--- src/rtl/rtc_watch_pkg.sv ---
package rtc_watch_pkg;
  typedef struct packed {
    logic [2:0] rsvd;
    logic       clr;
    logic       buz_en;
    logic       cnt_en;
    logic       fast;
    logic       src_sub;
  } wt_mode_t;
endpackage

--- src/rtl/wt_prescale.sv ---
module wt_prescale #(
  parameter int unsigned DIV = 128
) (
  input  logic clk_i,
  input  logic rst_ni,
  input  logic run_i,
  input  logic clr_i,
  input  logic tick_i,
  output logic tick_o
);
  localparam int unsigned W = (DIV > 1) ? $clog2(DIV) : 1;
  localparam logic [W-1:0] LAST = W'(DIV - 1);

  logic [W-1:0] cnt_q;

  assign tick_o = run_i & ~clr_i & tick_i & (cnt_q == LAST);

  always_ff @(posedge clk_i or negedge rst_ni) begin
    if (!rst_ni)                  cnt_q <= '0;
    else if (clr_i)               cnt_q <= '0;
    else if (run_i && tick_i)     cnt_q <= (cnt_q == LAST) ? '0 : cnt_q + 1'b1;
  end
endmodule

--- src/rtl/wt_divider.sv ---
module wt_divider #(
  parameter int unsigned W      = 14,
  parameter int unsigned FAST_W = 7,
  parameter int unsigned TAP    = 3
) (
  input  logic clk_i,
  input  logic rst_ni,
  input  logic run_i,
  input  logic clr_i,
  input  logic step_i,
  input  logic fast_i,
  output logic wrap_o,
  output logic tap_o
);
  logic [W-1:0] cnt_q;
  logic         full_wrap, fast_wrap, adv;

  assign adv       = run_i & ~clr_i & step_i;
  assign full_wrap = &cnt_q;
  assign fast_wrap = &cnt_q[FAST_W-1:0];
  assign wrap_o    = adv & (fast_i ? fast_wrap : full_wrap);
  assign tap_o     = cnt_q[TAP];

  always_ff @(posedge clk_i or negedge rst_ni) begin
    if (!rst_ni)     cnt_q <= '0;
    else if (clr_i)  cnt_q <= '0;
    else if (adv)    cnt_q <= cnt_q + 1'b1;
  end
endmodule

--- src/rtl/wt_pin_mux.sv ---
module wt_pin_mux (
  input  logic buz_en_i,
  input  logic wave_i,
  input  logic latch_i,
  input  logic out_i,
  output logic pin_o
);
  logic drive;
  // buzzer passes only while the latch is parked low
  assign drive = buz_en_i ? (wave_i & ~latch_i) : latch_i;
  assign pin_o = out_i & drive;
endmodule

--- src/rtl/rtc_watch_timer.sv ---
module rtc_watch_timer
  import rtc_watch_pkg::*;
#(
  parameter int unsigned PRE_DIV = 128,
  parameter int unsigned DIV_W   = 14,
  parameter int unsigned FAST_W  = 7,
  parameter int unsigned BUZ_TAP = 3
) (
  input  logic       clk_i,
  input  logic       rst_ni,
  input  logic       main_tick_i,
  input  logic       sub_tick_i,
  input  logic [7:0] mode_i,
  input  logic       test_i,
  input  logic       port_latch_i,
  input  logic       port_out_i,
  output logic       flag_o,
  output logic       wake_o,
  output logic       buz_pin_o
);
  wt_mode_t mode;
  logic     pre_tick, base_tick, wrap, wave;
  logic     flag_q, wake_q;

  assign mode = wt_mode_t'(mode_i);

  wt_prescale #(.DIV(PRE_DIV)) u_pre (
    .clk_i (clk_i), .rst_ni(rst_ni),
    .run_i (mode.cnt_en), .clr_i(mode.clr),
    .tick_i(main_tick_i), .tick_o(pre_tick)
  );

  assign base_tick = mode.src_sub ? sub_tick_i : pre_tick;

  wt_divider #(.W(DIV_W), .FAST_W(FAST_W), .TAP(BUZ_TAP)) u_div (
    .clk_i (clk_i), .rst_ni(rst_ni),
    .run_i (mode.cnt_en), .clr_i(mode.clr),
    .step_i(base_tick), .fast_i(mode.fast),
    .wrap_o(wrap), .tap_o(wave)
  );

  always_ff @(posedge clk_i or negedge rst_ni) begin
    if (!rst_ni) begin
      flag_q <= 1'b0;
      wake_q <= 1'b0;
    end else begin
      wake_q <= wrap;
      if (wrap)        flag_q <= 1'b1;
      else if (test_i) flag_q <= 1'b0;
    end
  end

  assign flag_o = flag_q;
  assign wake_o = wake_q;

  wt_pin_mux u_pin (
    .buz_en_i(mode.buz_en), .wave_i(wave),
    .latch_i (port_latch_i), .out_i(port_out_i),
    .pin_o   (buz_pin_o)
  );
endmodule

--- config.mk ---
export PLATFORM = sky130hd
export DESIGN_NAME = rtc_watch_timer
export DESIGN_NICKNAME = d
export VERILOG_FILES = /design/src/rtl/rtc_watch_pkg.sv /design/src/rtl/wt_prescale.sv /design/src/rtl/wt_divider.sv /design/src/rtl/wt_pin_mux.sv /design/src/rtl/rtc_watch_timer.sv
export SDC_FILE = /design/constraint.sdc
export NUM_CORES = 1
export LEC_CHECK = 0
export ABC_CLOCK_PERIOD_IN_PS = 1950
export CAP_MARGIN = 25
export CORE_MARGIN = 2
export CORE_UTILIZATION = 50
export CTS_BUF_LIST = sky130_fd_sc_hd__clkbuf_8
export DETAILED_ROUTE_END_ITERATION = 6
export DONT_BUFFER_PORTS = 1
export PLACE_DENSITY = 0.79
export SETUP_SLACK_MARGIN = 0.1
export SYNTH_ARGS = -nofsm -noshare
export SYNTH_HDL_FRONTEND = slang
export SYNTH_SLANG_ARGS = --single-unit
--- constraint.sdc ---
create_clock -name clk_i -period 1.95 [get_ports clk_i]
set_clock_uncertainty 0.1 [all_clocks]
set_input_delay 0.195 -clock clk_i [delete_from_list [all_inputs] [get_ports clk_i]]
set_output_delay 0.195 -clock clk_i [all_outputs]
set_load 0.03 [all_outputs]
==> qor.csv, run 1 <==
stage,metric,value,unit
sta,hold_violations,15,
grt,antenna_found_initial,0,
yosys,yosysTopAreaCellShare,45.3,%
drt,via_per_inst,6.31,
setup_path,crit_path_max_fanout,4,
sta,fmax,0.531,GHz
run,cap_viol_max_count,0,
yosys,synth_cell_types,32,
finish,finalInstanceArea,1610,um^2
finish,n_antenna_cell,0,
drt,wl_per_cell,16.5,um
setup_path,timing.rr.end,u_div.cnt_q[10]$_DFFE_PN0P_,
finish,drive_gt1_share,23.8,%
clocking,cts.sinks,23,
min_path,hp-class,in -> reg,
sta,final.period_utilization,96.6,%
setup_path,required,2.05,ns
finish,area_growth,26.7,%
yosys,synth_top_area_cell,dfrtp_1,
die,fp.dieH,54.4,um
setup_path,path_cells,ha_2 > nand2_1 > or3_1 > or4_4 > a21oi_2,
clocking,h-tree-depth,1,
yosys,ys_ff_latch,23,
yosys,syn_nets,158,
die,dieWidth,54.4,um
setup_path,end_kind,register,
placement,io_buffers,0,
outcome,violations,negative hold slack,
clocking,hold_buffers,8,
yosys,synthesis.area,1270,um^2
die,die-area,2960,um^2
clocking,cts-root-buf,clkbuf_8,
die,fp.coreArea,2430,um^2
yosys,yosys-top-cells-area,"dfrtp_1, a21oi_1, o31ai_1, nand2_1, or4_1",
setup_path,reg2reg_depth,5,
setup_path,worstReg2RegStart,u_div.cnt_q[0]$_DFFE_PN0P_,
power,p_leak,0.637,nW
setup_path,cp.depth,5,
min_path,min_path_cells,1,
power,total_power,0.849,mW
clocking,cts.path.max_buffers,2,
die,rows,18,
power,pwr-share-clk,34.5,%
drt,drc,0,
drt,finalWirelength,3140,um
die,io_pins,18,
yosys,seq_area_frac_synth,45.3,%
setup_path,r2r_slack,0.07,ns
grt,track_usage,23.8,%
setup_path,startpoint,u_div.cnt_q[0]$_DFFE_PN0P_,
finish,final_net_count,178,
yosys,avgSynthCellArea,9.01,um^2
die,start_util,52.2,%
sta,whs,-0.127,ns
power,pwr-share-seq,56.8,%
power,p_int,0.653,mW
clocking,cts_tree,built,
setup_path,crit_arrival,1.98,ns
grt,grt_pass1_wl,5050,um
setup_path,slowest_delay,0.43,ns
placement,place_congestion,0.787,
sta,period_needed,1.88,ns
power,combPwrFrac,8.7,%
sta,finalMaxSlewViolations,0,
placement,place_area,1370,um^2
setup_path,path_class,reg -> reg,
setup_path,critPathTopFamily,simple AND/OR/NAND/NOR gates,
drt,drt_first_pass_iters,4,
power,sw_frac_of_total,23.1,%
setup_path,crit_buf_inv,0,
clocking,clk_pin_slew,0.08,ns
yosys,synthCells,141,
sta,tightest_slew,0.603,ns
outcome,status,finished with violations,
grt,grt_max_degree,25,
clocking,clk_latency,0.27,ns
power,p_sw,0.196,mW
sta,rsz0062_at_grt,yes,
grt,gr-total-overflow,0,
drt,drtIter0Drc,23,
setup_path,start_kind,register,
drt,vias,1199,
clocking,cts_made_buffers,3,
placement,hpwl,2000,um
setup_path,endpoint,u_div.cnt_q[10]$_DFFE_PN0P_,
sta,finalSetupViolations,0,
grt,first_global_vias,1219,
power,power_density,528,nW/um^2
drt,ant_nets,0,
yosys,yosysWarnings,0,
power,ir_drop,0.000367,V
sta,tns,0,ns
sta,slew_headroom,59.7,%
setup_path,slowest_stage,or4_4,
area by class of cell:
class                           instances  area [um^2]
Sequential cell                        23          576
Fill cell                             201          823
Clock buffer                            3         41.3
Multi-Input combinational cell        109          749
Inverter                                3         11.3
Timing Repair Buffer                   21          190
Clock inverter                          1         3.75
Tap cell                               30         37.5
worst min-delay path by stage:
stage          startpoint                           to  slack, ns
2_1_floorplan      rst_ni           flag_o$_DFFE_PN0P_      -0.20
3_3_place_gp       rst_ni             wake_o$_DFF_PN0_      -0.20
3_5_place_dp       rst_ni             wake_o$_DFF_PN0_      -0.20
4_1_cts         mode_i[4]  u_div.cnt_q[12]$_DFFE_PN0P_      -0.13
5_1_grt         mode_i[4]  u_div.cnt_q[11]$_DFFE_PN0P_      -0.14
6_report        mode_i[4]  u_div.cnt_q[10]$_DFFE_PN0P_      -0.13
registers in the layout, indices dropped and copies added, names as in the netlist:
name / count
u_div.cnt_q: 14
flag_o: 1
wake_o: 1
u_pre.cnt_q: 7
what timing repair did:
| item | in CTS | in global routing |
|---|---|---|
| buffers inserted | 0 | 3 |
| gates resized for setup | 4 | 16 |
| endpoints found under the hold margin | 44 | 15 |
| pin swaps | 0 | 2 |
| endpoints found under the setup margin | 8 | 11 |
power by group through the flow:
stage / sequential, mW / combinational (mW) / clock [mW]
finish: 0.482 / 0.0737 / 0.293
global route: 0.483 / 0.0815 / 0.323
CTS: 0.482 / 0.0609 / 0.304
detailed placement: 0.492 / 0.0415 / 0
global placement: 0.492 / 0.0389 / 0
floorplan: 0.492 / 0.0360 / 0
metal layers:
metal / vias up / wire, um / GRT usage, % / part of all wire (%)
li1: 568 / - / - / -
met1: 603 / 1310 / 26.2 / 42
met2: 23 / 1690 / 44.2 / 54
met3: 5 / 101 / 3.01 / 3.2
met4: 0 / 44 / 12.1 / 1.4
met5: - / 0 / 0 / 0
cell families after synthesis:
family | synth area share, %
AOI/OAI and AO/OA | 17.8
DFF | 45.3
and+or+nand+nor | 27.8
muxes | 1.77
buffers and inverters | 3.25
xor gates and xnor gates | 2.07
adders and majority gates | 1.97
synthesized netlist by cell type:
cell type and number:
o31a_1 1, nor4b_1 1, clkbuf_1 5, inv_1 3
xnor2_1 2, a21oi_1 17, a21boi_0 1, or4_1 6
ha_1 2, mux2_2 2, nor2_1 8, nand2_1 14
and4_1 1, buf_6 1, o21ai_0 8, nand4_1 7
nand3_2 1, nand3_1 5, a311oi_1 1, and3_1 2
o31ai_1 8, nor2b_1 2, or3_1 6, nand2b_1 3
dfrtp_1 23, a31o_2 1, o21a_1 1, nor3_1 3
nand3b_1 1, and2_1 1, xor2_1 1, nor4_1 3
metrics by stage:
step	util (%)	std cells	setup slack, ns
2_1_floorplan	-	141	0.0400
5_1_grt	66.2	190	-0.0170
3_3_place_gp	56.4	175	0.0790
3_5_place_dp	56.4	175	0.0546
6_report	66.2	190	0.0665
4_1_cts	62.6	187	0.0508
cells in the final DEF, fill, tap and decap left out, types with 2 or more instances in the layout:
master / count
dfrtp_1: 23
nand2_1: 14
a21oi_1: 12
buf_4: 11
o31ai_1: 8
nor2_1: 8
nand4_1: 7
o21ai_0: 7
dlygate4sd3_1: 7
or3_1: 5
a21oi_2: 5
or4_4: 5
inv_1: 4
nand3_1: 4
nor3_1: 3
nand2b_1: 3
clkbuf_8: 3
nand3_2: 2
and3_1: 2
xnor2_1: 2
nor2b_1: 2
mux2_4: 2
ha_2: 2
buf_6: 2
Note: power is estimated with default switching activity, not from simulation.
==> run 2: changes to the inputs <==
--- a/config.mk
+++ b/config.mk
@@ -6,6 +6,7 @@
 export NUM_CORES = 1
 export LEC_CHECK = 0
+export ABC_AREA = 1
 export ABC_CLOCK_PERIOD_IN_PS = 1950
-export CAP_MARGIN = 25
+export CAP_MARGIN = 20
 export CORE_MARGIN = 2
 export CORE_UTILIZATION = 50
==> constraint.sdc (replaced) <==
create_clock -name clk_i -period 1.95 [get_ports clk_i]
set_clock_uncertainty 0.1 [all_clocks]
set_input_delay 0.39 -clock clk_i [delete_from_list [all_inputs] [get_ports clk_i]]
set_output_delay 0.39 -clock clk_i [all_outputs]
set_load 0.03 [all_outputs]
==> run 2 against run 1 <==
- the run now ends clean
- area after synthesis is 9.8% higher
- clock power hardly changed
- largest power group unchanged
- worst hold slack better by 0.21 ns
- via count is 3.3% higher
==> qor.csv, run 2 <==
stage,metric,value,unit,change
outcome,status,completed,,was finished with violations
finish,largest_reg_flops,14,,unchanged
yosys,synth_top_family_by_area,simple AND/OR/NAND/NOR gates,,unchanged
die,fp.dieH,56.8,um,was 54.4 um
finish,area_growth,7.45,%,was 26.7%
finish,multi_input_area,728,um^2,was 749 um^2
yosys,synthCells,190,,was 141
finish,nFillCells,268,,was 201
yosys,ys_top_cells_by_count,"nand2_1, nand3_1, dfrtp_1, nor2_1, inv_1",,"was dfrtp_1, a21oi_1, nand2_1"
yosys,yosys_most_used_dff,dfrtp_1,,unchanged
yosys,seq_area_frac_synth,41.3,%,was 45.3%
placement,place_congestion,0.806,,was 0.787
grt,track_usage,18.2,%,was 23.8%
yosys,syn_nets,207,,was 158
setup_path,crit_path_max_fanout,16,,was 4
drt,vias,1239,,"was 1,199"
finish,drive_gt1_share,8.81,%,was 23.8%
die,fp.coreArea,2710,um^2,was 2430 um^2
placement,io_buffers,0,,unchanged
power,ir_drop,0.000702,V,was 0.000367 V
drt,drt_first_pass_iters,4,,unchanged
finish,regMostFlops,u_div.cnt_q,,unchanged
setup_path,crit_buf_inv,1,,was 0
clocking,cts_tree,built,,unchanged
placement,hpwl,1950,um,was 2000 um
setup_path,required,2.01,ns,was 2.05 ns
clocking,cts.path.max_buffers,2,,unchanged
yosys,synth_mux_area_share,0,%,was 1.77%
setup_path,path_cells,ha_1 > nand3_2 > inv_1 > nand3_2 > nand2_2 > nand2_4 > nand2_1 > nand2_1 > nand2_1,,was ha_2 > nand2_1 > or3_1 > or4_4 > a21oi_2
yosys,yosysWarnings,0,,unchanged
clocking,h-tree-depth,1,,unchanged
drt,drtIter0Drc,32,,was 23
sta,rsz0062_at_grt,no,,was yes
power,p_leak,0.692,nW,was 0.637 nW
run,cap_viol_max_count,0,,unchanged
clocking,cts_made_buffers,3,,unchanged
setup_path,slowest_delay,0.42,ns,was 0.43 ns
grt,grt_max_degree,24,,was 25
yosys,async_flop_share,100,%,unchanged
setup_path,crit_arrival,1.75,ns,was 1.98 ns
drt,wl_per_cell,12.0,um,was 16.5 um
die,dieWidth,56.8,um,was 54.4 um
drt,drc,0,,unchanged
sta,final.period_utilization,86.6,%,was 96.6%
sta,hold_violations,0,,was 15
setup_path,critPathTopFamily,simple AND/OR/NAND/NOR gates,,unchanged
drt,via_per_inst,5.53,,was 6.31
yosys,synth.most_common_cell,nand2_1,,was dfrtp_1
setup_path,slowest_stage,dfrtp_1,,was or4_4
finish,seq_area,576,um^2,unchanged
sta,period_needed,1.69,ns,was 1.88 ns
yosys,synthXorXnorAreaFrac,3.77,%,was 2.07%
die,start_util,51.4,%,was 52.2%
die,rows,19,,was 18
sta,fmax,0.592,GHz,was 0.531 GHz
yosys,synthesis.area,1390,um^2,was 1270 um^2
sta,finalSetupViolations,0,,unchanged
yosys,synth_edf_count,0,,unchanged
setup_path,path_class,reg -> reg,,unchanged
yosys,synth_cell_types,25,,was 32
drt,finalWirelength,2690,um,was 3140 um
sta,finalMaxSlewViolations,0,,unchanged
sta,tns,0,ns,unchanged
drt,ant_nets,0,,unchanged
yosys,yosys.area_share.simple,39.4,%,was 27.8%
power,power_density,592,nW/um^2,was 528 nW/um^2
finish,final_net_count,211,,was 178
finish,final_common_cell,nand2_1,,was dfrtp_1
yosys,synth_top_area_cell,dfrtp_1,,unchanged
setup_path,start_kind,register,,unchanged
grt,first_global_vias,1140,,"was 1,219"
sta,tightest_slew,0.544,ns,was 0.603 ns
die,die-area,3230,um^2,was 2960 um^2
clocking,clk_pin_slew,0.08,ns,about the same
clocking,clk_latency,0.26,ns,was 0.27 ns
yosys,ys_ff_latch,23,,unchanged
grt,antenna_found_initial,0,,unchanged
die,io_pins,18,,unchanged
grt,grt_pass1_wl,4730,um,was 5050 um
finish,reg.largest.list,"u_div.cnt_q: 14 flops, u_pre.cnt_q: 7 flops",,unchanged
grt,gr-total-overflow,0,,unchanged
finish,layout_common_cells,"nand2_1, nand3_1, nor2_1, dfrtp_1, inv_1",,"was dfrtp_1, nand2_1, a21oi_1"
yosys,synth_compound_area_share,6.91,%,was 17.8%
yosys,yosys-top-cells-area,"dfrtp_1, nand2_1, nand3_1, nor2_1, inv_1",,"was dfrtp_1, a21oi_1, o31ai_1, nand2_1, or4_1"
setup_path,cpMostUsedCell,nand2_1,,
yosys,avgSynthCellArea,7.34,um^2,was 9.01 um^2
yosys,synth_fa_ha_area_share,1.80,%,was 1.97%
clocking,cts.sinks,23,,unchanged
min_path,hp-class,in -> reg,,unchanged
finish,n_antenna_cell,0,,unchanged
setup_path,end_kind,register,,unchanged
power,total_power,0.886,mW,was 0.849 mW
clocking,cts-root-buf,clkbuf_8,,unchanged
sta,slew_headroom,63.6,%,was 59.7%
yosys,yosysTopAreaCellShare,41.3,%,was 45.3%
## run 2: power by group
| part | leakage, nW | internal, mW | switching [mW] |
|---|---|---|---|
| Combinational | 0.348 | 0.0311 | 0.0541 |
| Clock | 0.0255 | 0.143 | 0.147 |
| Sequential | 0.319 | 0.493 | 0.0183 |
## run 2: worst paths after layout
| path | from | endpoint | depth (start not counted) | slack (ns) |
|---|---|---|---|---|
| max in group asynchronous | rst_ni | u_div.cnt_q[6]$_DFFE_PN0P_ | 2 | 1.02 |
| min in group asynchronous | rst_ni | u_pre.cnt_q[3]$_DFFE_PN0P_ | 1 | 0.33 |
| hold / removal | mode_i[4] | u_pre.cnt_q[4]$_DFFE_PN0P_ | 1 | 0.09 |
| setup reg to reg | u_pre.cnt_q[0]$_DFFE_PN0P_ | u_div.cnt_q[11]$_DFFE_PN0P_ | 9 | 0.26 |
| setup / recovery | u_pre.cnt_q[0]$_DFFE_PN0P_ | u_div.cnt_q[11]$_DFFE_PN0P_ | 9 | 0.26 |
| hold reg to reg | u_pre.cnt_q[0]$_DFFE_PN0P_ | u_pre.cnt_q[0]$_DFFE_PN0P_ | 1 | 0.41 |
## run 2: through the flow
step	utilization (%)	hold slack, ns	setup slack [ns]	cells	cell area, um^2
after floorplan	-	-0.00559	0.495	190	1390
after global placement	52.0	-0.00525	0.223	218	1410
after detailed placement	52.0	-0.00527	0.177	218	1410
after CTS	54.1	0.0781	0.163	223	1470
after global routing	55.3	0.0786	0.101	224	1500
final	55.3	0.0862	0.262	224	1500
## run 2: cell type report
| cell class | count | area share (%) |
|---|---|---|
| Multi-Input combinational cell | 146 | 48.6 |
| Sequential cell | 23 | 38.4 |
| Inverter | 17 | 4.26 |
| Timing Repair Buffer | 3 | 3.01 |
| Clock buffer | 3 | 2.76 |
| Tap cell | 31 | 2.59 |
| Clock inverter | 1 | 0.334 |
## run 2: routing by layer
metal  wire, um  up-vias  GRT usage, %
met2       1390       20          33.7
met5          0        -             0
li1           -      631             -
met4          8        0          4.65
met3         86        2          4.84
met1       1210      586          20.6
## run 2: timing repair
| item | CTS | global route |
|---|---|---|
| endpoints found under the hold margin | 23 | 0 |
| hold buffers | 1 | 0 |
| setup buffers | 0 | 0 |
| gates resized for setup | 0 | 2 |
| setup endpoints to repair | 0 | 5 |
## run 2: kinds of logic (layout without fill, tap and decap cells)
group                    after synthesis  in the layout
flip-flops                            23             23
buffers and inverters                 21             24
AND/OR/NAND/NOR                      121            121
XOR/XNOR                               6              6
adder cells (fa/ha/maj)                2              2
AO/OA/AOI/OAI                         17             17
==> run 3: changes to the inputs <==
- CORE_ASPECT_RATIO: unset -> 1.5
- SKIP_CTS_REPAIR_TIMING: unset -> 1
==> run 3 against run 2 <==
- power down 0.53%
- combinational power down 4.1%
- via count increased by 1.9%
- cell count up 2.7%
- register-to-register slack got worse by 0.04 ns
- final area hardly changed
- critical endpoint is now flag_o$_DFFE_PN0P_
- critical path depth down 2
- non-clock buffer count is the same
- worst hold slack better by 0.0062 ns
- count of clock-buffer cells in the layout stayed put
- fmax shrank 2.3%
==> qor.csv, run 3 (synthesis gave the netlist of run 2 again) <==
stage,metric,value,unit,change
outcome,status,completed,,unchanged
drt,drtIter0Drc,77,,was 32
setup_path,startpoint,u_div.cnt_q[0]$_DFFE_PN0P_,,was u_pre.cnt_q[0]$_DFFE_PN0P_
grt,antenna_found_initial,0,,unchanged
die,fp.coreArea,2680,um^2,was 2710 um^2
die,rows,23,,was 19
sta,fmax,0.579,GHz,was 0.592 GHz
setup_path,cpMostUsedCell,nor2_1,,was nand2_1
clocking,cts_tree,built,,unchanged
finish,drive_gt1_share,8.29,%,was 8.81%
finish,regMostFlops,u_div.cnt_q,,unchanged
clocking,cts_made_buffers,3,,unchanged
sta,tns,0,ns,unchanged
setup_path,path_class,reg -> reg,,unchanged
grt,grt_pass1_wl,5130,um,was 4730 um
placement,place_congestion,0.888,,was 0.806
grt,grt_max_degree,24,,unchanged
finish,final_common_cell,nand2_1,,unchanged
clocking,cts.path.max_buffers,2,,unchanged
clocking,clk_pin_slew,0.08,ns,about the same
die,dieWidth,47.1,um,was 56.8 um
power,power_density,589,nW/um^2,was 592 nW/um^2
die,start_util,52.1,%,was 51.4%
placement,io_buffers,0,,unchanged
clocking,h-tree-depth,1,,unchanged
clocking,cts.sinks,23,,unchanged
power,ir_drop,0.000416,V,was 0.000702 V
finish,final_net_count,211,,unchanged
setup_path,slowest_delay,0.43,ns,was 0.42 ns
grt,gr-total-overflow,0,,unchanged
drt,drc,0,,unchanged
drt,vias,1262,,"was 1,239"
setup_path,crit_arrival,1.82,ns,was 1.75 ns
drt,top_layer,met4,,unchanged
drt,wl_met2,1380,um,was 1390 um
setup_path,cp.depth,7,,was 9
drt,ant_nets,0,,unchanged
finish,final_util,55.9,%,was 55.3%
drt,via_per_inst,5.49,,was 5.53
drt,wl_met1,1220,um,was 1210 um
drt,finalWirelength,2840,um,was 2690 um
sta,rsz0062_at_grt,no,,unchanged
min_path,min_path_cells,1,,unchanged
setup_path,end_kind,register,,unchanged
run,cap_viol_max_count,0,,unchanged
drt,wl_per_cell,12.4,um,was 12.0 um
finish,layout_common_cells,"nand2_1, nand3_1, nor2_1, dfrtp_1, inv_1",,unchanged
setup_path,critPathTopFamily,simple AND/OR/NAND/NOR gates,,unchanged
sta,whs,0.0924,ns,was 0.0862 ns
min_path,hp-start,mode_i[4],,unchanged
sta,finalSetupViolations,0,,unchanged
die,die-area,3230,um^2,about the same
setup_path,worstReg2RegStart,u_div.cnt_q[0]$_DFFE_PN0P_,,was u_pre.cnt_q[0]$_DFFE_PN0P_
grt,track_usage,21.6,%,was 18.2%
sta,final.period_utilization,88.6,%,was 86.6%
setup_path,slowest_stage,dfrtp_1,,unchanged
grt,first_global_vias,1222,,"was 1,140"
setup_path,start_kind,register,,unchanged
setup_path,crit_buf_inv,0,,was 1
finish,reg.largest.list,"u_div.cnt_q: 14 flops, u_pre.cnt_q: 7 flops",,unchanged
sta,slew_headroom,64.1,%,was 63.6%
setup_path,crit_path_max_fanout,5,,was 16
die,io_pins,18,,unchanged
clocking,clk_latency,0.26,ns,about the same
sta,period_needed,1.73,ns,was 1.69 ns
power,p_leak,0.690,nW,was 0.692 nW
sta,finalMaxSlewViolations,0,,unchanged
finish,n_antenna_cell,0,,unchanged
die,fp.dieH,68.7,um,was 56.8 um
drt,met3_length,157,um,was 86 um
finish,area_growth,7.36,%,was 7.45%
sta,hold_violations,0,,unchanged
min_path,hp-class,in -> reg,,unchanged
drt,drt_first_pass_iters,4,,unchanged
placement,hpwl,2080,um,was 1950 um
finish,largest_reg_flops,14,,unchanged
setup_path,required,2.04,ns,was 2.01 ns
sta,tightest_slew,0.537,ns,was 0.544 ns
power,total_power,0.881,mW,was 0.886 mW
setup_path,reg2reg_depth,7,,was 9
setup_path,path_cells,ha_1 > nand2_1 > nor2_1 > nand3_1 > nor2_1 > nor2_1 > o21ai_1,,was ha_1 > nand3_2 > inv_1 > nand3_2 > nand2_2 > nand2_4 > nand2_1 > nand2_1 > nand2_1
clocking,cts-root-buf,clkbuf_8,,unchanged
## run 3: metrics by stage
| stage | area [um^2] | worst slack, ns | cells |
|---|---|---|---|
| 6_report | 1500 | 0.222 | 230 |
| 5_1_grt | 1500 | 0.112 | 230 |
| 4_1_cts | 1460 | 0.182 | 228 |
| 3_5_place_dp | 1420 | 0.201 | 224 |
| 3_3_place_gp | 1420 | 0.244 | 224 |
| 2_1_floorplan | 1390 | 0.495 | 190 |
## run 3: report_power, final
group | internal (mW) | total, mW | switching [mW]
clock network | 0.141 | 0.288 | 0.147
logic | 0.0286 | 0.0817 | 0.0531
registers | 0.493 | 0.512 | 0.0188
## run 3: routing by layer
| layer | GRT usage (%) | up-vias |
|---|---|---|
| li1 | - | 631 |
| met1 | 28.8 | 574 |
| met2 | 33.9 | 48 |
| met3 | 2.08 | 9 |
| met4 | 11.1 | 0 |
| met5 | 0 | - |
## run 3: path summary, 6_finish.rpt
path,end,slack [ns]
max in group asynchronous,flag_o$_DFFE_PN0P_,1.16
max,flag_o$_DFFE_PN0P_,0.22
min in group asynchronous,u_pre.cnt_q[0]$_DFFE_PN0P_,0.45
min reg2reg,u_pre.cnt_q[0]$_DFFE_PN0P_,0.41
max reg2reg,flag_o$_DFFE_PN0P_,0.22
min,u_pre.cnt_q[4]$_DFFE_PN0P_,0.09
## run 3: layout make-up
type	instances	area [um^2]
Clock buffer	3	41.3
Clock inverter	1	3.75
Fill cell	237	1180
Inverter	17	63.8
Multi-Input combinational cell	146	728
Sequential cell	23	576
Tap cell	37	46.3
Timing Repair Buffer	3	37.5
